--- config.mk ---
export PLATFORM = sky130hd
export DESIGN_NAME = pwr_access_guard
export DESIGN_NICKNAME = d
export VERILOG_FILES = /design/src/rtl/pag_pkg.sv /design/src/rtl/pag_sync.sv /design/src/rtl/pag_startup_timer.sv /design/src/rtl/pag_fsm.sv /design/src/rtl/pwr_access_guard.sv
export SDC_FILE = /design/constraint.sdc
export NUM_CORES = 1
export LEC_CHECK = 0
export ABC_AREA = 1
export BUFFER_PORTS_ARGS = -buffer_cell sky130_fd_sc_hd__buf_4
export CAP_MARGIN = 20
export CORE_MARGIN = 2
export CORE_UTILIZATION = 52
export CTS_CLUSTER_DIAMETER = 120
export DETAILED_ROUTE_END_ITERATION = 10
export PLACE_DENSITY_LB_ADDON = 0.3
export SLEW_MARGIN = 20
export SYNTH_ARGS = -nofsm -noshare
export SYNTH_HDL_FRONTEND = slang
export SYNTH_SLANG_ARGS = --single-unit
--- constraint.sdc ---
create_clock -name clk -period 1.3 [get_ports clk]
set_input_delay 0.26 -clock clk [delete_from_list [all_inputs] [get_ports clk]]
set_output_delay 0.26 -clock clk [all_outputs]
set_load 0.02 [all_outputs]
--- src/rtl/pag_pkg.sv ---
package pag_pkg;
  typedef enum logic [1:0] {
    PAG_BLOCKED = 2'd0,
    PAG_WAITING = 2'd1,
    PAG_READY   = 2'd2
  } pag_state_e;
endpackage

--- src/rtl/pag_sync.sv ---
module pag_sync #(
  parameter int   STAGES    = 2,
  parameter logic RESET_VAL = 1'b0
) (
  input  logic clk,
  input  logic rst_n,
  input  logic d_async,
  output logic q
);
  logic [STAGES-1:0] chain;

  genvar gi;
  generate
    for (gi = 0; gi < STAGES; gi++) begin : g_stage
      always_ff @(posedge clk or negedge rst_n) begin
        if (!rst_n) chain[gi] <= RESET_VAL;
        else if (gi == 0) chain[gi] <= d_async;
        else chain[gi] <= chain[(gi == 0) ? 0 : gi-1];
      end
    end
  endgenerate

  assign q = chain[STAGES-1];
endmodule

--- src/rtl/pag_startup_timer.sv ---
module pag_startup_timer #(
  parameter int LIMIT = 200000
) (
  input  logic clk,
  input  logic rst_n,
  input  logic run,
  output logic done
);
  localparam int CW = (LIMIT > 1) ? $clog2(LIMIT) : 1;
  localparam logic [CW-1:0] LAST = CW'(LIMIT - 1);

  logic [CW-1:0] cnt;

  always_ff @(posedge clk or negedge rst_n) begin
    if (!rst_n) cnt <= '0;
    else if (!run || done) cnt <= '0;
    else cnt <= cnt + 1'b1;
  end

  assign done = run && (cnt == LAST);
endmodule

--- src/rtl/pag_fsm.sv ---
module pag_fsm
  import pag_pkg::*;
(
  input  logic       clk,
  input  logic       rst_n,
  input  logic       sup_ok,
  input  logic       wait_done,
  input  logic       ctl_ce_n,
  output pag_state_e state,
  output logic       aborted
);
  pag_state_e nxt;

  always_comb begin
    nxt = state;
    if (!sup_ok) nxt = PAG_BLOCKED;
    else begin
      unique case (state)
        PAG_BLOCKED: nxt = PAG_WAITING;
        PAG_WAITING: if (wait_done) nxt = PAG_READY;
        PAG_READY:   nxt = PAG_READY;
        default:     nxt = PAG_BLOCKED;
      endcase
    end
  end

  always_ff @(posedge clk or negedge rst_n) begin
    if (!rst_n) begin
      state   <= PAG_BLOCKED;
      aborted <= 1'b0;
    end else begin
      state <= nxt;
      if (state == PAG_READY && !sup_ok && !ctl_ce_n) aborted <= 1'b1;
      else if (nxt == PAG_READY && state != PAG_READY) aborted <= 1'b0;
    end
  end
endmodule

--- src/rtl/pwr_access_guard.sv ---
module pwr_access_guard
  import pag_pkg::*;
#(
  parameter int STARTUP_CYCLES = 200000,
  parameter int SYNC_STAGES    = 2
) (
  input  logic clk,
  input  logic rst_n,
  input  logic supply_ok_async,
  input  logic wr_inhibit_async,
  input  logic ctl_ce_n,
  input  logic ctl_we_n,
  output logic mem_ce_n,
  output logic mem_we_n,
  output logic access_ready,
  output logic access_aborted
);
  logic       sup_s;
  logic       inh_s;
  logic       wait_done;
  pag_state_e state;

  pag_sync #(.STAGES(SYNC_STAGES), .RESET_VAL(1'b0)) u_sync_sup (
    .clk(clk), .rst_n(rst_n), .d_async(supply_ok_async), .q(sup_s)
  );

  pag_sync #(.STAGES(SYNC_STAGES), .RESET_VAL(1'b1)) u_sync_inh (
    .clk(clk), .rst_n(rst_n), .d_async(wr_inhibit_async), .q(inh_s)
  );

  pag_startup_timer #(.LIMIT(STARTUP_CYCLES)) u_timer (
    .clk(clk), .rst_n(rst_n),
    .run(state == PAG_WAITING && sup_s),
    .done(wait_done)
  );

  pag_fsm u_fsm (
    .clk(clk), .rst_n(rst_n), .sup_ok(sup_s), .wait_done(wait_done),
    .ctl_ce_n(ctl_ce_n), .state(state), .aborted(access_aborted)
  );

  // Loss of synchronized supply-good blocks in the same cycle it is seen.
  assign access_ready = (state == PAG_READY) && sup_s;
  assign mem_ce_n     = ctl_ce_n | ~access_ready;
  assign mem_we_n     = ctl_we_n | ~access_ready | inh_s;
endmodule

==> impl_metrics.yaml <==
critical_path:
  crit_fanout: 3
  critPathLaunchType: "register"
  path_cells: "ha_4 > nand2_4 > nor2_4 > nand2_2 > nor2_4 > nand2_4 > buf_6 > nand3_2 > nor2_2"
  required_ns: 1.52
  critPathBufInv: 1
  worst_setup_path_end_kind: "register"
  critPathTopFamily: "simple AND/OR/NAND/NOR gates"
  cp_slowest_cell: "dfrtp_1"
  criticalPathCategory: "reg -> reg"
  cp_slowest_stage_delay_ns: 0.42
  arrival_ns: 1.63
placement:
  place.gp.congestion: 0.868
  dpl_cell_area_um2: 1480
  place_ws_ns: -0.0986
  place_inst: 208
  port_buffers: 9
  dp_hpwl_mm: 1.94
sta:
  fin_crit_ns: 1.41
  period_share: 1.08
  rsz0062_at_grt: "true"
  finalMaxSlewViolations: 0
  setup_viol: 21
  fin_ws_ns: -0.110
  max_slew_margin: 0.787
  finalClockSkew_ns: 0.00510
  final_hold_viol_count: 0
  clock.fmax_mhz: 709
  whs_ns: 0.0318
  tightest_slew_ns: 0.319
  timing.setup.tns_ns: -1.27
power_and_ir_drop:
  switching_share: 0.245
  combPwrFrac: 0.081
  peakVddDrop_v: 0.000830
  fin_total_pwr_mw: 1.26
  power_density_nw_per_um2: 694
  p_int_uw: 949
  switching_power_uw: 308
  power_frac_seq: 0.636
  pwr-share-clk: 0.283
  p_leak_nw: 0.732
clock_network:
  cts_sinks: 25
  clkLatencyLatePin_ns: 0.32
  clk_pin_slew_ns: 0.13
  h-tree-depth: 1
  cts_buffers: 3
  cts_tree: "built"
  root_buffer: "clkbuf_4"
  cts_buffer_depth: 2
routing:
  ant_nets: 0
  via_count: 1168
  wl_per_cell_um: 15.7
  drc: 0
  finalWirelength_mm: 3.51
  routed_via_density: 5.21
  drt_iter0_drc: 18
  first_pass_iters: 4
yosys:
  synthSimpleGateAreaFrac: 0.381
  yosys_warnings: 0
  muxShareOfSynthArea: 0
  synth_top_area_frac: 0.431
  synth_fa_ha_area_frac: 0.00937
  synth_top_cell_by_area: "dfrtp_1"
  synth-seq-cells: 25
  synth_area_um2: 1340
  synth-xor-area-share: 0.0590
  ys_top_cells_by_area: "dfrtp_1, nand2_1, nor2_1, nor2_2, inv_1"
  synth.distinct_cells: 22
  synthCells: 162
  syn-num-nets: 169
  synth_top_family_by_area: "simple AND/OR/NAND/NOR gates"
  synth_compound_area_frac: 0.0178
  ys_seq_area_frac: 0.470
  syn_area_per_cell_um2: 8.24
job:
  cap_violations: 0
layout:
  stdcell_count: 224
  final_core_util: 0.737
  diodes: 0
  fin_area_um2: 1810
  drive_above_1_share: 0.418
  regArea_um2: 631
  fillers: 176
  area_delta_synth_final_pct: 35.5
  multi_input_area_um2: 823
  nets: 202
grt:
  antenna_found_initial: 0
  grt_pass1_vias: 1062
  grt_usage: 0.225
  grt_pass1_wl_mm: 4.60
  grt-ovfl-total: 0
  grt_max_degree: 26
run_status:
  outcome: "complete, but fails checks"
  failed_checks: "setup timing"
floorplan:
  initial_core_util: 0.544
  die_h_um: 54.7
  coreArea_um2: 2450
  dieArea_um2: 2990
  ioPinCount: 10
  die_w_um: 54.7
  row_count: 18
worst_hold_path:
  hp-class: "in -> reg"
## per-layer routing
| layer | routed length (um) | track usage |
|---|---|---|
| met4 | 87 | 0.133 |
| met5 | 0 | 0 |
| met3 | 96 | 0.0355 |
| met2 | 1880 | 0.355 |
| met1 | 1450 | 0.289 |
## final timing paths
path	from	endpoint	slack [ns]	cells past startpoint
worst max-delay path	u_timer.cnt[1]	u_timer.cnt[14]	-0.11	9
worst min-delay path	wr_inhibit_async	u_sync_inh.chain[0]	0.03	1
worst max register to register	u_timer.cnt[1]	u_timer.cnt[14]	-0.11	9
worst min register to register	u_sync_inh.chain[0]	u_sync_inh.q	0.37	0
max in group asynchronous	rst_n	u_sync_inh.q	0.65	2
min in group asynchronous	rst_n	u_timer.cnt[16]	0.35	2
## kinds of logic after synthesis
family | after synthesis
AOI/OAI and AO/OA | 4
xor gates and xnor gates | 9
adders and majority gates | 1
buffers and inverters | 18
DFF | 25
and+or+nand+nor | 105
## sequential cells by signal, summed over array words and instances (netlist names)
register,count
u_fsm.aborted,1
u_fsm.state,2
u_sync_inh.chain,1
u_sync_inh.q,1
u_sync_sup.chain,1
u_sync_sup.q,1
u_timer.cnt,18
## worst reg2reg max path, delay by kind of cell (launching register included)
family	cells	cell delay [ns]
and+or+nand+nor	7	0.57
DFF	1	0.42
buffers and inverters	1	0.15
adders and majority gates	1	0.18
## power by group through the flow
| stage | clock (mW) | sequential [mW] | combinational [mW] |
|---|---|---|---|
| 3_5_place_dp | 0 | 0.810 | 0.0659 |
| 6_report | 0.356 | 0.799 | 0.102 |
| 3_3_place_gp | 0 | 0.809 | 0.0636 |
| 4_1_cts | 0.355 | 0.796 | 0.0804 |
| 5_1_grt | 0.381 | 0.800 | 0.111 |
| 2_1_floorplan | 0 | 0.810 | 0.0344 |
## cell usage after synthesis, drive strengths merged
cell,count
nand3,9
a31oi,1
nor2,44
dfrtp,23
ha,1
nor3,1
o21bai,1
or2,1
a21oi,1
nand4,6
buf,1
and2,1
xor2,7
xnor2,2
o21ai,1
inv,17
nand2,43
dfstp,2
## layout by cell type (no fill, tap or decap), drive strengths merged
| master | count |
|---|---|
| a21oi | 1 |
| a31oi | 1 |
| and2 | 1 |
| buf | 27 |
| clkbuf | 4 |
| dfrtp | 23 |
| dfstp | 2 |
| dlygate4sd3 | 1 |
| ha | 1 |
| inv | 17 |
| nand2 | 44 |
| nand3 | 9 |
| nand4 | 6 |
| nor2 | 44 |
| nor3 | 1 |
| o21ai | 1 |
| o21bai | 1 |
| or2 | 1 |
| xnor2 | 2 |
| xor2 | 7 |
## layout make-up
| cell class | count | area share |
|---|---|---|
| Multi-Input combinational cell | 120 | 0.455 |
| Sequential cell | 25 | 0.349 |
| Timing Repair Buffer | 28 | 0.126 |
| Inverter | 17 | 0.0353 |
| Tap cell | 30 | 0.0207 |
| Clock buffer | 4 | 0.0145 |
## repair_timing
item	in CTS	in global routing
resized for setup	14	36
endpoints found under the hold margin	23	0
hold buffers	1	0
cloned	0	1
pin swaps	4	9
setup buffers	5	5
endpoints found under the setup margin	23	23
Note: power is estimated with default switching activity, not from simulation.
